$ cat config.mk
export PLATFORM = sky130hd
export DESIGN_NAME = wdog_reset_ctrl
export DESIGN_NICKNAME = d
export VERILOG_FILES = /design/src/rtl/wdog_pkg.sv /design/src/rtl/wdog_counter.sv /design/src/rtl/wdog_status.sv /design/src/rtl/wdog_reset_ctrl.sv
export SDC_FILE = /design/constraint.sdc
export NUM_CORES = 1
export LEC_CHECK = 0
export BUFFER_PORTS_ARGS = -buffer_cell sky130_fd_sc_hd__buf_2
export CAP_MARGIN = 30
export CORE_MARGIN = 3
export CORE_UTILIZATION = 54
export DETAILED_ROUTE_END_ITERATION = 16
export PLACE_DENSITY_LB_ADDON = 0.2
export SETUP_SLACK_MARGIN = 0.2
export SYNTH_ARGS = -nofsm -noshare
export SYNTH_HDL_FRONTEND = slang
export SYNTH_SLANG_ARGS = --single-unit
$ cat constraint.sdc
create_clock -name clk -period 2.66 [get_ports clk]
set_input_delay 0.399 -clock clk [delete_from_list [all_inputs] [get_ports clk]]
set_output_delay 0.399 -clock clk [all_outputs]
set_load 0.005 [all_outputs]
$ cat src/rtl/wdog_pkg.sv
package wdog_pkg;
  localparam int REG_W = 8;

  typedef enum logic [1:0] {
    ADDR_CNT  = 2'd0,
    ADDR_CTL  = 2'd1,
    ADDR_STAT = 2'd2
  } reg_addr_e;

  localparam int CTL_RUN_BIT  = 0;
  localparam int CTL_MODE_BIT = 1;

  localparam int STAT_FLAG_BIT  = 7;
  localparam int STAT_RSTEN_BIT = 6;
  localparam int STAT_RTYPE_BIT = 5;
  localparam logic [4:0] STAT_RSVD = 5'h1F;
endpackage

$ cat src/rtl/wdog_counter.sv
module wdog_counter
  import wdog_pkg::*;
#(
  parameter int CNT_W = 8
) (
  input  logic             clk,
  input  logic             rst_n,
  input  logic             tick,
  input  logic             cnt_we,
  input  logic             ctl_we,
  input  logic [REG_W-1:0] wdata,
  input  logic             self_clear,
  output logic [CNT_W-1:0] cnt_q,
  output logic             run,
  output logic             wd_mode,
  output logic             ovf
);
  localparam logic [CNT_W-1:0] CNT_MAX = '1;

  assign ovf = run & tick & ~cnt_we & (cnt_q == CNT_MAX);

  always_ff @(posedge clk) begin
    if (!rst_n) begin
      cnt_q   <= '0;
      run     <= 1'b0;
      wd_mode <= 1'b0;
    end else if (self_clear) begin
      cnt_q   <= '0;
      run     <= 1'b0;
      wd_mode <= 1'b0;
    end else begin
      if (cnt_we)
        cnt_q <= wdata[CNT_W-1:0];
      else if (run && tick)
        cnt_q <= cnt_q + 1'b1;
      if (ctl_we) begin
        run     <= wdata[CTL_RUN_BIT];
        wd_mode <= wdata[CTL_MODE_BIT];
      end
    end
  end

  // a stopped counter with no write keeps its value
  assert_hold_when_stopped_R3: assert property (@(posedge clk) disable iff (!rst_n)
    (!run && !cnt_we) |=> (cnt_q == $past(cnt_q)));

  // an overflow wraps the counter to zero
  assert_wrap_to_zero_R4: assert property (@(posedge clk) disable iff (!rst_n)
    ovf |=> (cnt_q == '0));

  // self clear returns counter and control to reset values
  assert_self_clear_R7: assert property (@(posedge clk) disable iff (!rst_n)
    self_clear |=> (cnt_q == '0 && !run && !wd_mode));
endmodule

$ cat src/rtl/wdog_status.sv
module wdog_status
  import wdog_pkg::*;
(
  input  logic             clk,
  input  logic             rst_n,
  input  logic             rd_stat,
  input  logic             wr_stat,
  input  logic [REG_W-1:0] wdata,
  input  logic             wd_ovf,
  output logic             flag,
  output logic             rst_en,
  output logic             rst_type
);
  logic armed;
  logic clr_req;

  assign clr_req = wr_stat & armed & ~wdata[STAT_FLAG_BIT];

  always_ff @(posedge clk) begin
    if (!rst_n) begin
      armed    <= 1'b0;
      flag     <= 1'b0;
      rst_en   <= 1'b0;
      rst_type <= 1'b0;
    end else begin
      if (wr_stat)
        armed <= 1'b0;
      else if (rd_stat && flag)
        armed <= 1'b1;

      if (wd_ovf)
        flag <= 1'b1;
      else if (clr_req)
        flag <= 1'b0;

      if (wr_stat) begin
        rst_en   <= wdata[STAT_RSTEN_BIT];
        rst_type <= wdata[STAT_RTYPE_BIT];
      end
    end
  end

  // a watchdog overflow sets the flag
  assert_flag_set_R4: assert property (@(posedge clk) disable iff (!rst_n)
    wd_ovf |=> flag);

  // without a qualified write the flag stays set
  assert_flag_sticky_R8: assert property (@(posedge clk) disable iff (!rst_n)
    (flag && !(wr_stat && armed)) |=> flag);

  // a write with no fresh qualifying read never clears
  assert_no_clear_unarmed_R9: assert property (@(posedge clk) disable iff (!rst_n)
    (flag && wr_stat && !armed) |=> flag);

  // the flag only falls after a qualified clearing write
  assert_fall_needs_clear_R8: assert property (@(posedge clk) disable iff (!rst_n)
    $fell(flag) |-> $past(wr_stat && armed && !wdata[STAT_FLAG_BIT]));
endmodule

$ cat src/rtl/wdog_reset_ctrl.sv
module wdog_reset_ctrl
  import wdog_pkg::*;
#(
  parameter int CNT_W = 8
) (
  input  logic             clk,
  input  logic             rst_n,
  input  logic             tick,
  input  logic [1:0]       bus_addr,
  input  logic             bus_rd,
  input  logic             bus_wr,
  input  logic [REG_W-1:0] bus_wdata,
  output logic [REG_W-1:0] bus_rdata,
  output logic             irq_interval,
  output logic             rst_req_por,
  output logic             rst_req_manual
);
  logic [CNT_W-1:0] cnt_q;
  logic run, wd_mode, ovf;
  logic flag, rst_en, rst_type;
  logic wd_ovf, itv_ovf, self_clear;
  logic sel_cnt, sel_ctl, sel_stat;

  assign sel_cnt  = (bus_addr == ADDR_CNT);
  assign sel_ctl  = (bus_addr == ADDR_CTL);
  assign sel_stat = (bus_addr == ADDR_STAT);

  assign wd_ovf     = ovf & wd_mode;
  assign itv_ovf    = ovf & ~wd_mode;
  assign self_clear = wd_ovf & ~rst_en;

  wdog_counter #(.CNT_W(CNT_W)) u_counter (
    .clk        (clk),
    .rst_n      (rst_n),
    .tick       (tick),
    .cnt_we     (bus_wr & sel_cnt),
    .ctl_we     (bus_wr & sel_ctl),
    .wdata      (bus_wdata),
    .self_clear (self_clear),
    .cnt_q      (cnt_q),
    .run        (run),
    .wd_mode    (wd_mode),
    .ovf        (ovf)
  );

  wdog_status u_status (
    .clk      (clk),
    .rst_n    (rst_n),
    .rd_stat  (bus_rd & sel_stat),
    .wr_stat  (bus_wr & sel_stat),
    .wdata    (bus_wdata),
    .wd_ovf   (wd_ovf),
    .flag     (flag),
    .rst_en   (rst_en),
    .rst_type (rst_type)
  );

  always_ff @(posedge clk) begin
    if (!rst_n) begin
      irq_interval   <= 1'b0;
      rst_req_por    <= 1'b0;
      rst_req_manual <= 1'b0;
    end else begin
      irq_interval   <= itv_ovf;
      rst_req_por    <= wd_ovf & rst_en & ~rst_type;
      rst_req_manual <= wd_ovf & rst_en & rst_type;
    end
  end

  always_comb begin
    bus_rdata = '0;
    unique case (bus_addr)
      ADDR_CNT:  bus_rdata[CNT_W-1:0] = cnt_q;
      ADDR_CTL: begin
        bus_rdata[CTL_RUN_BIT]  = run;
        bus_rdata[CTL_MODE_BIT] = wd_mode;
      end
      ADDR_STAT: begin
        bus_rdata[4:0]            = STAT_RSVD;
        bus_rdata[STAT_FLAG_BIT]  = flag;
        bus_rdata[STAT_RSTEN_BIT] = rst_en;
        bus_rdata[STAT_RTYPE_BIT] = rst_type;
      end
      default:   bus_rdata = '0;
    endcase
  end

  // at most one event output is active at a time
  assert_event_onehot_R6: assert property (@(posedge clk) disable iff (!rst_n)
    $onehot0({irq_interval, rst_req_por, rst_req_manual}));

  // reset requests last one cycle
  assert_por_single_R6: assert property (@(posedge clk) disable iff (!rst_n)
    rst_req_por |=> !rst_req_por);
  assert_man_single_R6: assert property (@(posedge clk) disable iff (!rst_n)
    rst_req_manual |=> !rst_req_manual);

  // interval pulse lasts one cycle
  assert_irq_single_R5: assert property (@(posedge clk) disable iff (!rst_n)
    irq_interval |=> !irq_interval);

  // interval overflow leaves flag and control untouched
  assert_interval_quiet_R11: assert property (@(posedge clk) disable iff (!rst_n)
    (itv_ovf && !bus_wr) |=> ($stable(flag) && run && !wd_mode));
endmodule

### After elaboration in Yosys (flattened, before gate mapping)

Cells that the tools add are included.

* register bits: 17
* input bits: 15
* output and inout bits: 11
* logic and storage cells: 48

* add/subtract/negate cells: 1
* eq/ne operators: 3
* muxes and demuxes: 6
* bitwise operators: 21
* reduce and logical (&&, ||, !) cells: 7

Operator list (count)
* two-way mux 8 bit: 2
* AND 1 bit: 15
* case mux 6 bit (2 select lines): 1
* adder 8 x 1 -> 8 bit (second input constant): 1
* equality test 8 bit (second input constant): 1
* NOT 1 bit: 6
* case mux 2 bit (3 select lines): 1
* nonzero test 2 bit: 2
* OR reduction 2 bit: 2
* equality test 2 x 1 -> 1 bit (second input constant): 1
* equality test 2 bit (second input constant): 1
* logical AND 1 bit: 2
* logical NOT 2 bit: 1
* two-way mux 1 bit: 2

### Logic depth before layout (Yosys ltp)

Gate-level depths: netlist (run 1).

* depth after elaboration: 8
* mapped depth: 6

### Cells and area by module

A second synthesis (run 1) with hierarchy kept.

* cells, all modules: 110
* area total of the unflattened synthesis: 934.6 µm²

Modules (own cells, without submodules)
* wdog_counter: instances 1, cells each 63, area each 539.3 µm²
* wdog_reset_ctrl: instances 1, cells each 34, area each 249.0 µm²
* wdog_status: instances 1, cells each 13, area each 146.4 µm²

### Worst setup path before layout (run 1)

Ideal clock, no wire load.

* kind: input -> register
* start: in bus_addr[1]
* end: reg u_counter.cnt_q[1]
* library setup time: 0.088 ns
* arrival time: 1.557 ns
* required time: 2.572 ns
* slack: 1.015 ns
* cell stages on the path: 6
* buffers on the path: 2
* path through: or3b_1 -> buf_6 -> nor4b_4 -> a31o_1 -> buf_6 -> a311oi_2

* word-level cells in the longest chain between the ends: 8
* elaborated cells between the ends (all ways): 10

Ends and longest elaborated chain
* start, declared: RTL line wdog_reset_ctrl.sv:9 `input logic [1:0] bus_addr,`
* logical NOT 2 bit *: RTL line wdog_reset_ctrl.sv:24 `assign sel_cnt = (bus_addr == ADDR_CNT);`
* AND 1 bit *: RTL line wdog_reset_ctrl.sv:36 `.cnt_we (bus_wr & sel_cnt),`
* NOT 1 bit: RTL line wdog_counter.sv:20 `assign ovf = run & tick & ~cnt_we & (cnt_q == CNT_MAX);`
* AND 1 bit (2 in series): RTL line wdog_counter.sv:20
* AND 1 bit: RTL line wdog_reset_ctrl.sv:28 `assign wd_ovf = ovf & wd_mode;`
* AND 1 bit: RTL line wdog_reset_ctrl.sv:30 `assign self_clear = wd_ovf & ~rst_en;`
* OR reduction 2 bit (no line)
* end signal, assigned: RTL line wdog_counter.sv:33 `cnt_q <= wdata[CNT_W-1:0];`
* end signal, assigned: RTL line wdog_counter.sv:35 `cnt_q <= cnt_q + 1'b1;`
* end, declared: RTL line wdog_counter.sv:13 `output logic [CNT_W-1:0] cnt_q,`

Mark *: on every way between the ends. The rest lies on a longest branch, timed or not.
A chain may end at the register's enable or synchronous reset.

### Worst setup path after layout (run 1)

* start: reg u_counter.cnt_q[1]
* end: reg u_counter.wd_mode

* word-level cells in the longest chain between the ends: 5

Ends and longest elaborated chain
* equality test 8 bit: RTL line wdog_counter.sv:20
* AND 1 bit: RTL line wdog_counter.sv:20
* AND 1 bit: RTL line wdog_reset_ctrl.sv:28
* AND 1 bit: RTL line wdog_reset_ctrl.sv:30
* OR reduction 2 bit (no line)
* end signal, assigned: RTL line wdog_counter.sv:38 `wd_mode <= wdata[CTL_MODE_BIT];`
* end, declared: RTL line wdog_counter.sv:15 `output logic wd_mode,`

Every way passes these cells.

==> results of run 1 <==
## logic make-up (layout without fill, tap and decap cells)
family | after synthesis | in the layout | share of synthesized area [%]
and+or+nand+nor | 55 | 55 | 28.8
DFF | 17 | 17 | 36.5
AOI/OAI and AO/OA | 16 | 16 | 16.2
buffers and inverters | 9 | 34 | 5.23
xor gates and xnor gates | 7 | 7 | 6.57
muxes | 5 | 5 | 5.36
adders and majority gates | 1 | 1 | 1.34
## power breakdown
| group | internal (mW) | total, mW | switching [mW] | leakage [nW] |
|---|---|---|---|---|
| sequential | 0.263 | 0.274 | 0.0107 | 0.138 |
| clock | 0.0584 | 0.140 | 0.0814 | 0.0150 |
| combinational | 0.0308 | 0.0665 | 0.0357 | 0.312 |
| total | 0.352 | 0.480 | 0.128 | 0.465 |
## final cells by class
cell class / count / area (um2) / share of cell area (%)
Clock buffer: 4 / 26.3 / 2.44
Tap cell: 16 / 20.0 / 1.86
Timing Repair Buffer: 26 / 133 / 12.3
Sequential cell: 17 / 340 / 31.6
Multi-Input combinational cell: 84 / 544 / 50.5
Inverter: 4 / 15.0 / 1.39
## worst max path at each step
stage	from	end	slack, ns	depth (start not counted)
floorplan	bus_addr[1]	u_counter.cnt_q[1]$_SDFFE_PP0P_	1.01	6
global placement	bus_addr[1]	u_counter.cnt_q[1]$_SDFFE_PP0P_	0.82	5
detailed placement	bus_addr[1]	u_counter.cnt_q[1]$_SDFFE_PP0P_	0.75	5
CTS	u_counter.cnt_q[0]$_SDFFE_PP0P_	u_counter.wd_mode$_SDFFE_PP0P_	0.81	5
global route	u_counter.cnt_q[1]$_SDFFE_PP0P_	u_counter.wd_mode$_SDFFE_PP0P_	0.65	5
finish	u_counter.cnt_q[1]$_SDFFE_PP0P_	u_counter.wd_mode$_SDFFE_PP0P_	0.79	5
## routing by layer
metal	up-vias	GRT usage, %
met2	25	32.6
met5	-	0
met1	391	24.9
met4	0	9.68
li1	428	-
met3	5	3.38
## cells in the mapped netlist
master / count / share of area [%]
buf_1: 1 / 0.40
nand2b_1: 1 / 0.67
a211oi_2: 7 / 9.4
xnor2_1: 4 / 3.8
or3b_1: 1 / 0.94
inv_1: 4 / 1.6
nand3b_1: 1 / 0.80
buf_6: 2 / 2.4
mux2i_1: 5 / 5.4
clkbuf_1: 2 / 0.80
and4b_1: 1 / 1.1
ha_1: 1 / 1.3
nor2b_1: 1 / 0.67
nand2_1: 10 / 4.0
or3_1: 1 / 0.67
a31o_1: 1 / 0.94
a311oi_2: 1 / 1.6
nor2_1: 25 / 10
nand3_1: 7 / 3.8
o211a_1: 1 / 1.1
nor3_1: 3 / 1.6
a21oi_1: 3 / 1.6
nand2_2: 1 / 0.67
nand4_1: 2 / 1.3
dfxtp_1: 17 / 36
o21ai_0: 3 / 1.6
xor2_1: 3 / 2.8
nor4b_4: 1 / 2.5
## cells in the final DEF (no fill, tap or decap), drive strengths merged
| master | count |
|---|---|
| a211oi | 7 |
| clkbuf | 4 |
| ha | 1 |
| nor2b | 1 |
| nor3 | 3 |
| or3 | 1 |
| o21ai | 3 |
| dfxtp | 17 |
| inv | 4 |
| nand3b | 1 |
| nand2 | 11 |
| mux2i | 5 |
| nor2 | 25 |
| or3b | 1 |
| buf | 26 |
| and4b | 1 |
| nand4 | 2 |
| nand2b | 1 |
| nor4b | 1 |
| a311oi | 1 |
| nand3 | 7 |
| xnor2 | 4 |
| a31o | 1 |
| o211a | 1 |
| a21oi | 3 |
| xor2 | 3 |
## worst reg2reg max path: cells and delay by family (launching register included)
family,cells,cell delay [ns]
flops,1,0.41
fa+ha+maj,1,0.22
simple gates,2,0.51
compound gates,2,0.61
==> flow_summary_export.csv, run 1 <==
group,metric,value,unit
sta,slew_headroom,65.2,%
sta,drv_slew,0,
critical_path,cp_max_fo,10,
sta,post-route-period-util,70.4,%
route,vias_per_cell,5.62,
placed_design,dpl_cell_area,1050,um2
route,routedWlPerCell,12.9,um
route,firstDrtPassIters,4,
grt,grt.overflow.total,0,
sta,fmax,534,MHz
power,power.total,480,uW
cts,cts_root_buffer,"clkbuf_4",
yosys,ys_types,28,
hold_path,hold_depth,3,
hold_path,whs_endpoint,"irq_interval$_SDFF_PN0_",
cts,clockBufferDepth,2,
yosys,yosysWarnings,0,
critical_path,crit_path_start_kind,"register",
final_layout,area_growth,15.5,%
critical_path,cp_slowest_cell,"a31o_1",
floorplan,ios,26,
critical_path,cpLargestDelayFamily,"compound AO/OA/AOI/OAI gates",
route,postRouteAntennaNets,0,
sta,fin_crit,1.87,ns
job,cap_violations,0,
grt,antenna_found_initial,0,
final_layout,fill_cells,137,
power,powerDensity,445,nW/um2
critical_path,cp.required,2.83,ns
final_layout,regMostFlops,"u_counter.cnt_q",
sta,rsz0062_at_grt,"false",
placed_design,port-buffer-count,25,
floorplan,core_area,1560,um2
route,vias,849,
critical_path,crit_type,"reg2reg",
power,peakVddDrop,347,uV
cts,cts_tree,"built",
critical_path,rr_worst_depth,5,
sta,setup_tns,0,ns
hold_path,holdCritPathClass,"in2reg",
cts,cts.sinks,17,
final_layout,final_area,1080,um2
yosys,syn-cell-area,933,um2
critical_path,path_cells,"ha_1 > nand3_1 > nor4b_4 > a31o_1 > a21oi_1",
yosys,ys_seq_area_share,36.5,%
critical_path,cpPeakStageDelay,0.53,ns
yosys,synth_cells,110,
final_layout,utilization,69.2,%
yosys,synth.net_count,126,
floorplan,dieWidth,47.6,um
route,highest_layer,"met4",
placed_design,dpl.hpwl,1490,um
placed_design,gp_routability_congestion,0.793,
grt,grt_pass1_wl,3130,um
grt,grt_usage,19.8,%
final_layout,drive_above_1_share,28.9,%
cts,ctsResizeCount,0,
cts,numCtsBuffers,3,
grt,grt_pass1_vias,758,
final_layout,largest_reg_flops,8,
floorplan,start_util,59.9,%
sta,setup_viol,0,
critical_path,cp_num_buf_inv,0,
route,wl_met1,834,um
placed_design,place_inst,147,
placed_design,dp_slack,0.754,ns
critical_path,r2r_end,"u_counter.wd_mode$_SDFFE_PP0P_",
cts,cts_hold_buf,0,
yosys,avgSynthCellArea,8.49,um2
sta,whs,0.345,ns
sta,max_slew.worst_pin.slew,0.522,ns
sta,skew,0.00178,ns
final_layout,finalNonFillerCells,151,
hold_path,hold_start,"rst_n",
cts,cts_setup_buffers,0,
cts,clk_pin_slew_worst_paths,0.10,ns
status,status,"finished clean",
route,drc_errors,0,
final_layout,num_antenna_cells,0,
sta,fin_ws,0.788,ns
route,drt_iter0_drc,9,
critical_path,cp.arrival,2.04,ns
yosys,ys_ff_latch,17,
route,wl_met2,963,um
critical_path,rrSetupSlack,0.79,ns
critical_path,cp-end-kind,"register",
floorplan,rows,14,
final_layout,fin_nets,152,
grt,grt_max_degree,17,
route,wl,1950,um
cts,insertion_delay,0.29,ns
route,dr_wl_met3,113,um
floorplan,dieHeight,47.6,um
critical_path,rr_startpoint,"u_counter.cnt_q[1]$_SDFFE_PP0P_",
floorplan,die-area,2260,um2
sta,hold_viol,0,
cts,cts.htree.levels,1,
power,cellLeakagePower,0.465,nW
Power figures use the tool's default switching activity.
==> run 2: changes to the inputs <==
--- a/config.mk
+++ b/config.mk
@@ -8,7 +8,7 @@
 export BUFFER_PORTS_ARGS = -buffer_cell sky130_fd_sc_hd__buf_2
 export CAP_MARGIN = 30
 export CORE_MARGIN = 3
-export CORE_UTILIZATION = 54
+export CORE_UTILIZATION = 50
 export DETAILED_ROUTE_END_ITERATION = 16
 export PLACE_DENSITY_LB_ADDON = 0.2
 export SETUP_SLACK_MARGIN = 0.2
==> constraint.sdc (replaced) <==
create_clock -name clk -period 1.8 [get_ports clk]
set_input_delay 0.27 -clock clk [delete_from_list [all_inputs] [get_ports clk]]
set_output_delay 0.27 -clock clk [all_outputs]
set_load 0.005 [all_outputs]
==> flow_summary_export.csv, run 2 (synthesis results as in run 1) <==
group,metric,value,unit
status,status,"finished clean",
cts,cts.htree.levels,1,
route,vias_per_cell,5.38,
critical_path,cp_slowest_cell,"dfxtp_4",
critical_path,cpLargestDelayFamily,"simple AND/OR/NAND/NOR gates",
critical_path,cp.depth,6,
cts,cts_root_buffer,"clkbuf_4",
floorplan,dieHeight,49.2,um
power,powerDensity,622,nW/um2
hold_path,holdCritPathClass,"in2reg",
grt,grt_pass1_wl,3730,um
grt,grt.overflow.total,0,
route,postRouteAntennaNets,0,
grt,grt_usage,19.6,%
grt,grt_max_degree,17,
critical_path,r2r_end,"u_counter.cnt_q[1]$_SDFFE_PP0P_",
final_layout,largest_reg_flops,8,
sta,rsz0062_at_grt,"false",
power,peakVddDrop,432,uV
placed_design,port-buffer-count,25,
sta,fin_crit,1.54,ns
floorplan,start_util,57.3,%
critical_path,rr_startpoint,"u_counter.cnt_q[0]$_SDFFE_PP0P_",
route,drt_iter0_drc,17,
route,wl,2290,um
final_layout,drive_above_1_share,36.2,%
critical_path,crit_type,"reg2reg",
route,routedWlPerCell,13.9,um
critical_path,startpoint,"u_counter.cnt_q[0]$_SDFFE_PP0P_",
cts,cts_tree,"built",
placed_design,place_inst,159,
critical_path,cp_max_fo,5,
sta,setup_tns,0,ns
sta,max_slew.worst_pin.slew,0.319,ns
floorplan,rows,14,
cts,insertion_delay,0.29,ns
cts,clk_pin_slew_worst_paths,0.10,ns
floorplan,ios,26,
route,drc_errors,0,
critical_path,path_cells,"ha_4 > nand3_2 > nor4b_4 > a31o_1 > buf_6 > a311oi_2",
final_layout,finalNonFillerCells,165,
route,firstDrtPassIters,4,
critical_path,cpPeakStageDelay,0.39,ns
power,cellLeakagePower,0.500,nW
floorplan,die-area,2420,um2
critical_path,cp.arrival,1.72,ns
critical_path,cp-end-kind,"register",
grt,antenna_found_initial,0,
final_layout,final_cell_mix,"25 x nor2_1, 25 x buf_2, 14 x dfxtp_1, 10 x nand2_1, 7 x a211oi_2",
cts,numCtsBuffers,3,
critical_path,cp.required,1.98,ns
final_layout,area_growth,25.2,%
sta,slew_headroom,78.7,%
grt,grt_pass1_vias,879,
final_layout,num_antenna_cells,0,
critical_path,cp-endpoint,"u_counter.cnt_q[1]$_SDFFE_PP0P_",
critical_path,rrSetupSlack,0.26,ns
placed_design,gp_routability_congestion,0.766,
final_layout,regMostFlops,"u_counter.cnt_q",
floorplan,core_area,1630,um2
sta,hold_viol,0,
sta,fmax,650,MHz
placed_design,dpl.hpwl,1560,um
floorplan,dieWidth,49.2,um
route,vias,887,
sta,post-route-period-util,85.5,%
critical_path,crit_path_start_kind,"register",
sta,drv_slew,0,
job,cap_violations,0,
final_layout,fin_nets,158,
cts,cts.sinks,17,
sta,setup_viol,0,
critical_path,cp_num_buf_inv,1,
cts,clockBufferDepth,2,
critical_path,rr_worst_depth,6,
sta,skew,0.00159,ns
-- run 2: cell types whose count changed in the layout (fill, tap and decap cells not counted), moves of 2 or more --
| cell | delta |
|---|---|
| dfxtp_4 | +2 |
| buf_6 | +2 |
| dfxtp_1 | -3 |
| buf_4 | +4 |
-- run 2: repair_timing --
item                       4_1_cts  5_1_grt
setup endpoints to repair       10       12
buffers inserted                 1        0
hold buffers                     0        0
cloned                           0        1
pin swaps                        1        3
resized for setup                0       12
-- run 2: worst min path at each step --
stage / slack [ns] / end / start / cells past startpoint
after floorplan: 0.38 / irq_interval$_SDFF_PN0_ / rst_n / 2
after global placement: 0.45 / rst_req_por$_SDFF_PN0_ / u_status.rst_type$_SDFFE_PN0P_ / 1
after detailed placement: 0.45 / rst_req_por$_SDFF_PN0_ / u_status.rst_type$_SDFFE_PN0P_ / 1
after CTS: 0.22 / u_status.rst_type$_SDFFE_PN0P_ / bus_wdata[5] / 3
after global routing: 0.24 / u_counter.wd_mode$_SDFFE_PP0P_ / bus_wdata[1] / 3
final: 0.23 / u_status.rst_type$_SDFFE_PN0P_ / bus_wdata[5] / 3
-- run 2: final cells by class --
cell class | instances | area, um2
clock buffer | 3 | 22.5
inverter | 4 | 15.0
clock inverter | 1 | 5.00
multi-input combinational | 84 | 562
fill | 144 | 460
timing repair buffer | 32 | 185
tap | 24 | 30.0
sequential | 17 | 349
-- run 2: power breakdown --
group	leakage [nW]	total [mW]	switching, mW	internal [mW]
registers	0.140	0.404	0.0163	0.388
logic	0.342	0.114	0.0584	0.0557
clock network	0.0177	0.209	0.126	0.0828
-- run 2: worst min-delay path, stage by stage --
cell and delay (ns):
buf_2 0.09, mux2i_1 0.06, nor2_1 0.07
-- run 2: through the flow --
stage	total power, mW	setup slack [ns]	util (%)	instance area, um2	hold slack, ns
finish	0.727	0.260	71.7	1170	0.225
global route	0.759	0.191	71.7	1170	0.236
CTS	0.725	0.216	69.2	1130	0.222
detailed placement	0.518	0.142	67.1	1090	0.451
global placement	0.515	0.209	67.1	1090	0.448
floorplan	0.474	0.275	-	933	0.384
-- run 2: routing by layer --
| layer | up-vias | share of wire, % | GRT usage (%) |
|---|---|---|---|
| met3 | 4 | 6.3 | 3.67 |
| met4 | 0 | 1.7 | 5.69 |
| met1 | 408 | 43 | 23.8 |
| met2 | 31 | 49 | 34.4 |
| met5 | - | 0 | 0 |
| li1 | 444 | - | - |
